--- src/rtl/vint_pkg.sv ---
package vint_pkg;
   localparam int unsigned BYTE_W = 8;

   // number of whole bytes in a word of the given width
   function automatic int unsigned bytes_of(input int unsigned w);
      return w / BYTE_W;
   endfunction
endpackage

--- src/rtl/vint_flags.sv ---
module vint_flags #(
   parameter int unsigned MASK_N = 13
) (
   input  logic              clk,
   input  logic              rst_n,
   input  logic [MASK_N-1:0] req_i,
   input  logic [MASK_N-1:0] clr_i,
   input  logic              en_wr_i,
   input  logic [MASK_N-1:0] en_data_i,
   output logic [MASK_N-1:0] pend_o,
   output logic [MASK_N-1:0] en_o
);
   for (genvar k = 0; k < MASK_N; k++) begin : g_src
      logic pend_q;
      logic en_q;
      always_ff @(posedge clk or negedge rst_n) begin
         if (!rst_n) begin
            pend_q <= 1'b0;
            en_q   <= 1'b0;
         end else begin
            // a new request beats a software clear
            if (req_i[k])
               pend_q <= 1'b1;
            else if (clr_i[k])
               pend_q <= 1'b0;
            if (en_wr_i)
               en_q <= en_data_i[k];
         end
      end
      assign pend_o[k] = pend_q;
      assign en_o[k]   = en_q;
   end
endmodule

--- src/rtl/vint_arb.sv ---
module vint_arb #(
   parameter int unsigned MASK_N = 13,
   parameter int unsigned IDX_W  = 4
) (
   input  logic [MASK_N-1:0] act_i,
   output logic              any_o,
   output logic [IDX_W-1:0]  idx_o
);
   // bit k of act_i is rank k+1; lower rank number wins
   always_comb begin
      idx_o = '0;
      for (int k = MASK_N - 1; k >= 0; k--) begin
         if (act_i[k])
            idx_o = IDX_W'(k + 1);
      end
   end
   assign any_o = |act_i;
endmodule

--- src/rtl/vint_seq.sv ---
module vint_seq
   import vint_pkg::*;
#(
   parameter int unsigned          PC_W       = 16,
   parameter int unsigned          SEQ_CYC    = 7,
   parameter int unsigned          IDX_W      = 4,
   parameter logic [PC_W-1:0]      ENTRY_ADDR = 16'h00FF
) (
   input  logic              clk,
   input  logic              rst_n,
   input  logic              take_i,
   input  logic [IDX_W-1:0]  win_idx_i,
   input  logic [PC_W-1:0]   pc_ret_i,
   output logic              busy_o,
   output logic              push_we_o,
   output logic [BYTE_W-1:0] push_data_o,
   output logic              pc_load_o,
   output logic [PC_W-1:0]   pc_o,
   output logic              done_o,
   output logic [IDX_W-1:0]  src_idx_o
);
   localparam int unsigned NB    = bytes_of(PC_W);
   localparam int unsigned CNT_W = $clog2(SEQ_CYC + 1);

   logic [CNT_W-1:0] cnt_q;
   logic [PC_W-1:0]  ret_q;
   logic [IDX_W-1:0] idx_q;

   // cnt_q == 0 : idle; otherwise the current sequence cycle (2..SEQ_CYC)
   always_ff @(posedge clk or negedge rst_n) begin
      if (!rst_n) begin
         cnt_q <= '0;
         ret_q <= '0;
         idx_q <= '0;
      end else if (take_i) begin
         cnt_q <= CNT_W'(2);
         ret_q <= pc_ret_i;
         idx_q <= win_idx_i;
      end else if (cnt_q == CNT_W'(SEQ_CYC)) begin
         cnt_q <= '0;
      end else if (cnt_q != '0) begin
         cnt_q <= cnt_q + CNT_W'(1);
      end
   end

   always_comb begin
      push_we_o   = 1'b0;
      push_data_o = '0;
      for (int k = 0; k < int'(NB); k++) begin
         if (cnt_q == CNT_W'(k + 2)) begin
            push_we_o   = 1'b1;
            push_data_o = ret_q[k*BYTE_W +: BYTE_W];
         end
      end
   end

   assign busy_o    = (cnt_q != '0);
   assign done_o    = (cnt_q == CNT_W'(SEQ_CYC));
   assign pc_load_o = done_o;
   assign pc_o      = done_o ? ENTRY_ADDR : '0;
   assign src_idx_o = idx_q;
endmodule

--- src/rtl/vint_entry.sv ---
module vint_entry
   import vint_pkg::*;
#(
   parameter int unsigned     NUM_SRC    = 14,
   parameter int unsigned     PC_W       = 16,
   parameter int unsigned     OPC_W      = 8,
   parameter int unsigned     SEQ_CYC    = 7,
   parameter logic [PC_W-1:0] ENTRY_ADDR = 16'h00FF,
   parameter logic [OPC_W-1:0] INTR_OPC  = 8'h00,
   localparam int unsigned    MASK_N     = NUM_SRC - 1,
   localparam int unsigned    IDX_W      = $clog2(NUM_SRC)
) (
   input  logic              clk,
   input  logic              rst_n,
   input  logic [MASK_N-1:0] req_i,
   input  logic [MASK_N-1:0] clr_i,
   input  logic              en_wr_i,
   input  logic [MASK_N-1:0] en_data_i,
   input  logic              gie_set_i,
   input  logic              trap_enter_i,
   input  logic              trap_exit_i,
   input  logic              boundary_i,
   input  logic [OPC_W-1:0]  opcode_i,
   input  logic [PC_W-1:0]   pc_ret_i,
   output logic [MASK_N-1:0] pend_o,
   output logic [MASK_N-1:0] en_o,
   output logic              gie_o,
   output logic              take_o,
   output logic [OPC_W-1:0]  ir_o,
   output logic              busy_o,
   output logic              push_we_o,
   output logic [BYTE_W-1:0] push_data_o,
   output logic              pc_load_o,
   output logic [PC_W-1:0]   pc_o,
   output logic              done_o,
   output logic [IDX_W-1:0]  src_idx_o,
   output logic [PC_W-1:0]   vec_ofs_o
);
   if (NUM_SRC < 2 || NUM_SRC > 64) begin : g_bad_src
      $error("vint_entry: NUM_SRC out of range");
   end
   if (PC_W % BYTE_W != 0 || PC_W < IDX_W + 2) begin : g_bad_pc
      $error("vint_entry: PC_W must be whole bytes and hold a vector offset");
   end
   if (SEQ_CYC < bytes_of(PC_W) + 2) begin : g_bad_len
      $error("vint_entry: SEQ_CYC too short for the return push");
   end

   logic              gie_q;
   logic              trap_q;
   logic              any_act;
   logic [IDX_W-1:0]  win_idx;

   vint_flags #(.MASK_N(MASK_N)) u_flags (
      .clk      (clk),
      .rst_n    (rst_n),
      .req_i    (req_i),
      .clr_i    (clr_i),
      .en_wr_i  (en_wr_i),
      .en_data_i(en_data_i),
      .pend_o   (pend_o),
      .en_o     (en_o)
   );

   vint_arb #(.MASK_N(MASK_N), .IDX_W(IDX_W)) u_arb (
      .act_i(pend_o & en_o),
      .any_o(any_act),
      .idx_o(win_idx)
   );

   assign take_o = boundary_i && gie_q && any_act && !busy_o && !trap_q;
   assign ir_o   = take_o ? INTR_OPC : opcode_i;

   always_ff @(posedge clk or negedge rst_n) begin
      if (!rst_n) begin
         gie_q  <= 1'b0;
         trap_q <= 1'b0;
      end else begin
         if (take_o)
            gie_q <= 1'b0;
         else if (gie_set_i)
            gie_q <= 1'b1;
         if (trap_enter_i)
            trap_q <= 1'b1;
         else if (trap_exit_i)
            trap_q <= 1'b0;
      end
   end
   assign gie_o = gie_q;

   vint_seq #(
      .PC_W      (PC_W),
      .SEQ_CYC   (SEQ_CYC),
      .IDX_W     (IDX_W),
      .ENTRY_ADDR(ENTRY_ADDR)
   ) u_seq (
      .clk        (clk),
      .rst_n      (rst_n),
      .take_i     (take_o),
      .win_idx_i  (win_idx),
      .pc_ret_i   (pc_ret_i),
      .busy_o     (busy_o),
      .push_we_o  (push_we_o),
      .push_data_o(push_data_o),
      .pc_load_o  (pc_load_o),
      .pc_o       (pc_o),
      .done_o     (done_o),
      .src_idx_o  (src_idx_o)
   );

   // two-byte vector slots ordered by rank
   assign vec_ofs_o = {{(PC_W-IDX_W-1){1'b0}}, src_idx_o, 1'b0};
endmodule

--- config.mk ---
export PLATFORM = sky130hd
export DESIGN_NAME = vint_entry
export DESIGN_NICKNAME = d
export VERILOG_FILES = /design/src/rtl/vint_pkg.sv /design/src/rtl/vint_flags.sv /design/src/rtl/vint_arb.sv /design/src/rtl/vint_seq.sv /design/src/rtl/vint_entry.sv
export SDC_FILE = /design/constraint.sdc
export NUM_CORES = 1
export LEC_CHECK = 0
export BUFFER_PORTS_ARGS = -buffer_cell sky130_fd_sc_hd__buf_2
export CELL_PAD_IN_SITES_DETAIL_PLACEMENT = 0
export CELL_PAD_IN_SITES_GLOBAL_PLACEMENT = 2
export CORE_UTILIZATION = 26
export CTS_CLUSTER_SIZE = 14
export DETAILED_ROUTE_END_ITERATION = 8
export PLACE_DENSITY_LB_ADDON = 0.1
export SLEW_MARGIN = 20
export SYNTH_ARGS = -nofsm -noshare
export SYNTH_HDL_FRONTEND = slang
export SYNTH_SLANG_ARGS = --single-unit
--- constraint.sdc ---
create_clock -name clk -period 2.2 [get_ports clk]
set_input_delay 0.44 -clock clk [delete_from_list [all_inputs] [get_ports clk]]
set_output_delay 0.44 -clock clk [all_outputs]
set_load 0.05 [all_outputs]
* Yosys cells after proc, flatten, opt, wreduce, memory -nomap -nowiden
Index checks and enable logic that the tools add are counted.
** Storage, ports and cells
- Register bits :: 51
- Latch bits :: 0
- Memory bits (writable) :: 0
- Memory bits (read-only) :: 0
- Word-level logic and storage cells :: 112
- Memories kept :: 0
** Operators by class
- $add $sub $neg :: 1
- $mul :: 0
- Divide/modulo/power cells :: 0
- $lt $le $gt $ge :: 0
- Equal/unequal tests :: 3
- Shift operators :: 0
- Mux-type cells :: 52
- Bitwise operators :: 1
- Reduce and logical (&&, ||, !) cells :: 24
** Operators with widths (number)
- $mux 4 :: 13
- $mux 1 :: 32
- $mux 8 :: 4
- $reduce_bool 2->1 :: 15
- $and 13x13->13 :: 1
- $reduce_or 13->1 :: 1
- $mux 3 :: 3
- $eq 3x2->1 const B :: 2
- $reduce_bool 3->1 :: 2
- $logic_and 1x1->1 :: 4
- $add 3x1->3 const B :: 1
- $eq 3x3->1 const B :: 1
- $logic_not 1->1 :: 2

* Depth between registers and ports, before layout
- Word-level depth :: 14
- Gate-level depth with buffers :: 9

* Cells and area by module
A second synthesis with hierarchy kept.
** Second synthesis, totals
- Cells, all modules :: 272
- Area total of the unflattened synthesis :: 2901.5 µm²
** Modules (own cells, without submodules)
- vint_seq :: instances 1, cells each 107, area an instance 1199.9 µm², seq. area each 575.6 µm²
- vint_flags :: instances 1, cells each 92, area an instance 1187.4 µm², seq. area each 650.6 µm²
- vint_entry :: instances 1, cells each 48, area an instance 365.4 µm², seq. area each 50.0 µm²
- vint_arb :: instances 1, cells each 25, area an instance 148.9 µm², seq. area each 0.0 µm²

* Least setup slack after synthesis
OpenSTA, ideal clock, no wires.
- Path type :: reg-to-output
- Start :: register u_seq.cnt_q[1]
- End :: output push_data_o[0]
- Arrival :: 1.983 ns
- Slack :: -0.223 ns
- Stages on the path, launching flop included :: 6
- Path buffers :: 1
- Cells stage by stage :: dfrtp_1 -> ha_1 -> ha_1 -> clkbuf_1 -> a21oi_1 -> nor2_1
** On the way
- Cells in the longest elaborated chain, start to end :: 3
** Ends and longest elaborated chain
- start, declared :: line vint_seq.sv:25 : logic [CNT_W-1:0] cnt_q;
- start signal, assigned :: line vint_seq.sv:42 : cnt_q <= cnt_q + CNT_W'(1);
- $eq 3x2->1 :: line vint_seq.sv:50 : if (cnt_q == CNT_W'(k + 2)) begin
- $mux 8 :: line vint_seq.sv:50
- $mux 8 * :: line vint_seq.sv:50
- end, declared :: line vint_entry.sv:32 : output logic [BYTE_W-1:0] push_data_o,
Every way passes the cells marked *; elsewhere a longest branch is shown, timed or not.

* Final worst setup path
- Start :: register u_seq.cnt_q[0]
- End :: output take_o
** On the way
- Cells in the longest elaborated chain, start to end :: 4
** Ends and longest elaborated chain
- $reduce_bool 3->1 :: line vint_seq.sv:57 : assign busy_o = (cnt_q != '0);
- $logic_not 1->1 :: line vint_entry.sv:71 : assign take_o = boundary_i && gie_q && any_act && !busy_o && !trap_q;
- $logic_and 1x1->1 (2 in series) :: line vint_entry.sv:71
- end, declared :: line vint_entry.sv:28 : output logic take_o,
Every way passes these cells.

==> run metrics <==
status=finished, violations left; failing checks=negative setup slack; Post-route DRC=0; Starting Density=26.7%; slowest stage delay, CP=0.41 ns; number of global-route vias before repair=2,225; die area=11,600 sq um; Detailed Route WL=7250 um; core box area=10,800 sq um; largest net degree at the start of global routing=27; filler cell count in the final layout=1,115; share of layout cells above drive strength 1=62.4%; IO Pins=154; Die Wd=108 um; adder-cell share of the synthesized area=2.16%; Layout area overhead=42.1%; RR Endpoint=u_seq.ret_q[4]; first-pass GRT wire length=11,200 um; final worst slack=-0.111 ns; Max Slew Vio Count=0; setup tns final=-0.819 ns; worst setup path category=flop to output pin; Syn. warnings=0; Design Power=0.00496 W; Post-CTS Hold Buffers=0; register bit total from synthesis=51; # clock sinks=51; I/O Buffers=133; synth unique cells=34; cts bufs inserted=5; crit path DAT=1.87 ns; slew margin rel.=56.2%; initial antenna violation count=0; R2R depth=11; Tcrit/Tclk final=105%; Setup-failing EPs final=10; mux share of post-synthesis cell area=16.5%; largest family of logic cells by synthesized area=buffers and inverters; Tot GR Track Use=12.7%; synth top area cells=dfrtp_1, buf_4, mux2_4; Final Non-Filler Cells=547; syn_area_per_cell=11.0 sq um; fin nets=482; crit path cell chain=inv_2, ha_4, nor2b_4, inv_2, nor3_4, o21ai_4, buf_6, buf_6, inv_4, buf_8; Bufs and invs on worst path=6; Worst R2R Setup Slack=0.10 ns; Post-Syn Instances=264; First DRT Iteration DRCs=38; Worst Max-Slew Pin Slew=0.657 ns; TritonRoute pass-1 iters=4; Clock Latency Late Sink=0.31 ns; Detail Route Antenna Nets=0; post-synthesis sequential area ratio=44.1%; P per Cell Area=1210 nW/um^2; GPL Wtd Cong=0.682; CTS tree=built; Leak Pwr=2.18 nW; final core occ=38.0%; via count=2,199; number of diodes=0; Synth Area in Simple Gates=7.82%; number of max-cap violations=0; crit start category=flop; Synth Cell Area=2900 sq um; CP Capture Type=output pin; Synth area leader=dfrtp_1; grt ovf=0; placed instance area=3660 sq um; die height=108 um; Compound-Gate Fraction of Synth Area=9.59%; clock-pin slew on the worst setup and hold paths=0.09 ns; Fin. Hold Viols=0; clock skew=0.00689 ns; CP max stage cell=dfrtp_1; CP delay by family, top=buffers and inverters; HP Class=primary input to asynchronous set/reset pin; HPWL Detailed=5540 um; CTS max path bufs=2; XOR/XNOR Fraction of Synth Area=0.303%; drt via density=4.02; maximum VDD drop=0.723 mV; RSZ-0062 raised after global routing=yes; Routed WL per cell=13.3 um; maximum clock frequency=433 MHz; CP Max Fanout=4; Worst EP required=1.76 ns; H-tree levels=2; FF-to-FF Start=u_seq.cnt_q[0]; Design Area, Final=4120 sq um; Placed Instances=526; top-area cell type share of the netlist area=44.1%; Rows=38; fin crit period=2.31 ns; CTS root buffer=clkbuf_8
## flip-flops by register name, summed over array words and instances, names as in the netlist
register and flops:
u_seq.ret_q 16, u_flags.g_src.en_q 13, u_flags.g_src.pend_q 13, u_seq.src_idx_o 4
u_seq.cnt_q 3, gie_o 1, trap_q 1
## through the flow
stage               setup slack (ns)  hold slack (ns)
finish                        -0.111            0.151
global route                  -0.205            0.195
CTS                          -0.0968            0.174
detailed placement            0.0252            0.494
global placement              0.0567            0.490
floorplan                    0.00141            0.144
## per-layer routing
metal / wire [um] / up-vias / track usage, %
met1: 3130 / 1032 / 16.0
met4: 48 / 0 / 2.94
li1: - / 1083 / -
met5: 0 / - / 0
met3: 395 / 5 / 2.72
met2: 3670 / 79 / 21.9
## timing repair
| item | in CTS | in global routing |
|---|---|---|
| hold endpoints to repair | 0 | 0 |
| endpoints found under the setup margin | 18 | 28 |
| setup buffers | 7 | 6 |
| resized for setup | 44 | 33 |
| pin swaps | 5 | 15 |
| gates cloned | 0 | 1 |
## cells in the mapped netlist (all sizes together)
master  number
inv         22
o31ai        1
a22oi        6
a211oi       2
o211ai       1
nand4        2
nand2       14
and2         8
clkbuf       1
nor2b        1
conb         1
a21oi       10
mux2i        9
xnor2        1
nand3        4
ha           5
dfrtp       51
a311o        1
nor2        11
a21o        14
o21ai        3
buf         63
a32oi        1
mux2        29
nor3         3
## logic make-up (layout without fill, tap and decap cells)
| logic type | count (synthesis) | count (layout) |
|---|---|---|
| buf+inv | 86 | 210 |
| flops | 51 | 51 |
| simple gates | 43 | 43 |
| compound gates | 39 | 39 |
| mux | 38 | 38 |
| fa+ha+maj | 5 | 5 |
| other cells | 1 | 20 |
| xor+xnor | 1 | 1 |
## placed cells by master (no fill, tap or decap), drive strengths merged
cell	count
o21ai	3
a22oi	6
clkbuf	6
buf	181
o211ai	1
xnor2	1
a21oi	10
nor3	3
bufinv	1
nand2	14
nand3	4
a311o	1
and2	8
dfrtp	51
o31ai	1
a32oi	1
nand4	2
mux2i	9
mux2	29
ha	5
inv	22
nor2	11
a21o	14
a211oi	2
conb	20
nor2b	1
## layout make-up
cell class	instances	area [sq um]	share of cell area (%)
Multi-Input combinational cell	146	1250	30.4
Timing Repair Buffer	181	1220	29.8
Inverter	22	85.1	2.07
Clock inverter	1	30.0	0.730
Sequential cell	51	1280	31.0
Clock buffer	6	72.6	1.76
Tap cell	140	175	4.26
## power by group
| part | switching, W | internal [W] | total [W] | leakage, nW |
|---|---|---|---|---|
| clock | 0.000321 | 0.000334 | 0.000656 | 0.0513 |
| combinational | 0.00176 | 0.00117 | 0.00293 | 1.53 |
| sequential | 0.000185 | 0.00119 | 0.00137 | 0.591 |
## worst max path at each step
stage	slack, ns	start	cells past startpoint	end
after global placement	0.06	u_flags.g_src[8].pend_q	5	ir_o[7]
after CTS	-0.1	u_flags.g_src[11].en_q	6	ir_o[0]
final	-0.11	u_seq.cnt_q[0]	10	take_o
after detailed placement	0.03	u_flags.g_src[11].pend_q	5	ir_o[7]
after global routing	-0.21	u_seq.cnt_q[0]	10	take_o
after floorplan	0.001	u_seq.cnt_q[0]	8	ir_o[7]
Note: power is estimated with default switching activity, not from simulation.
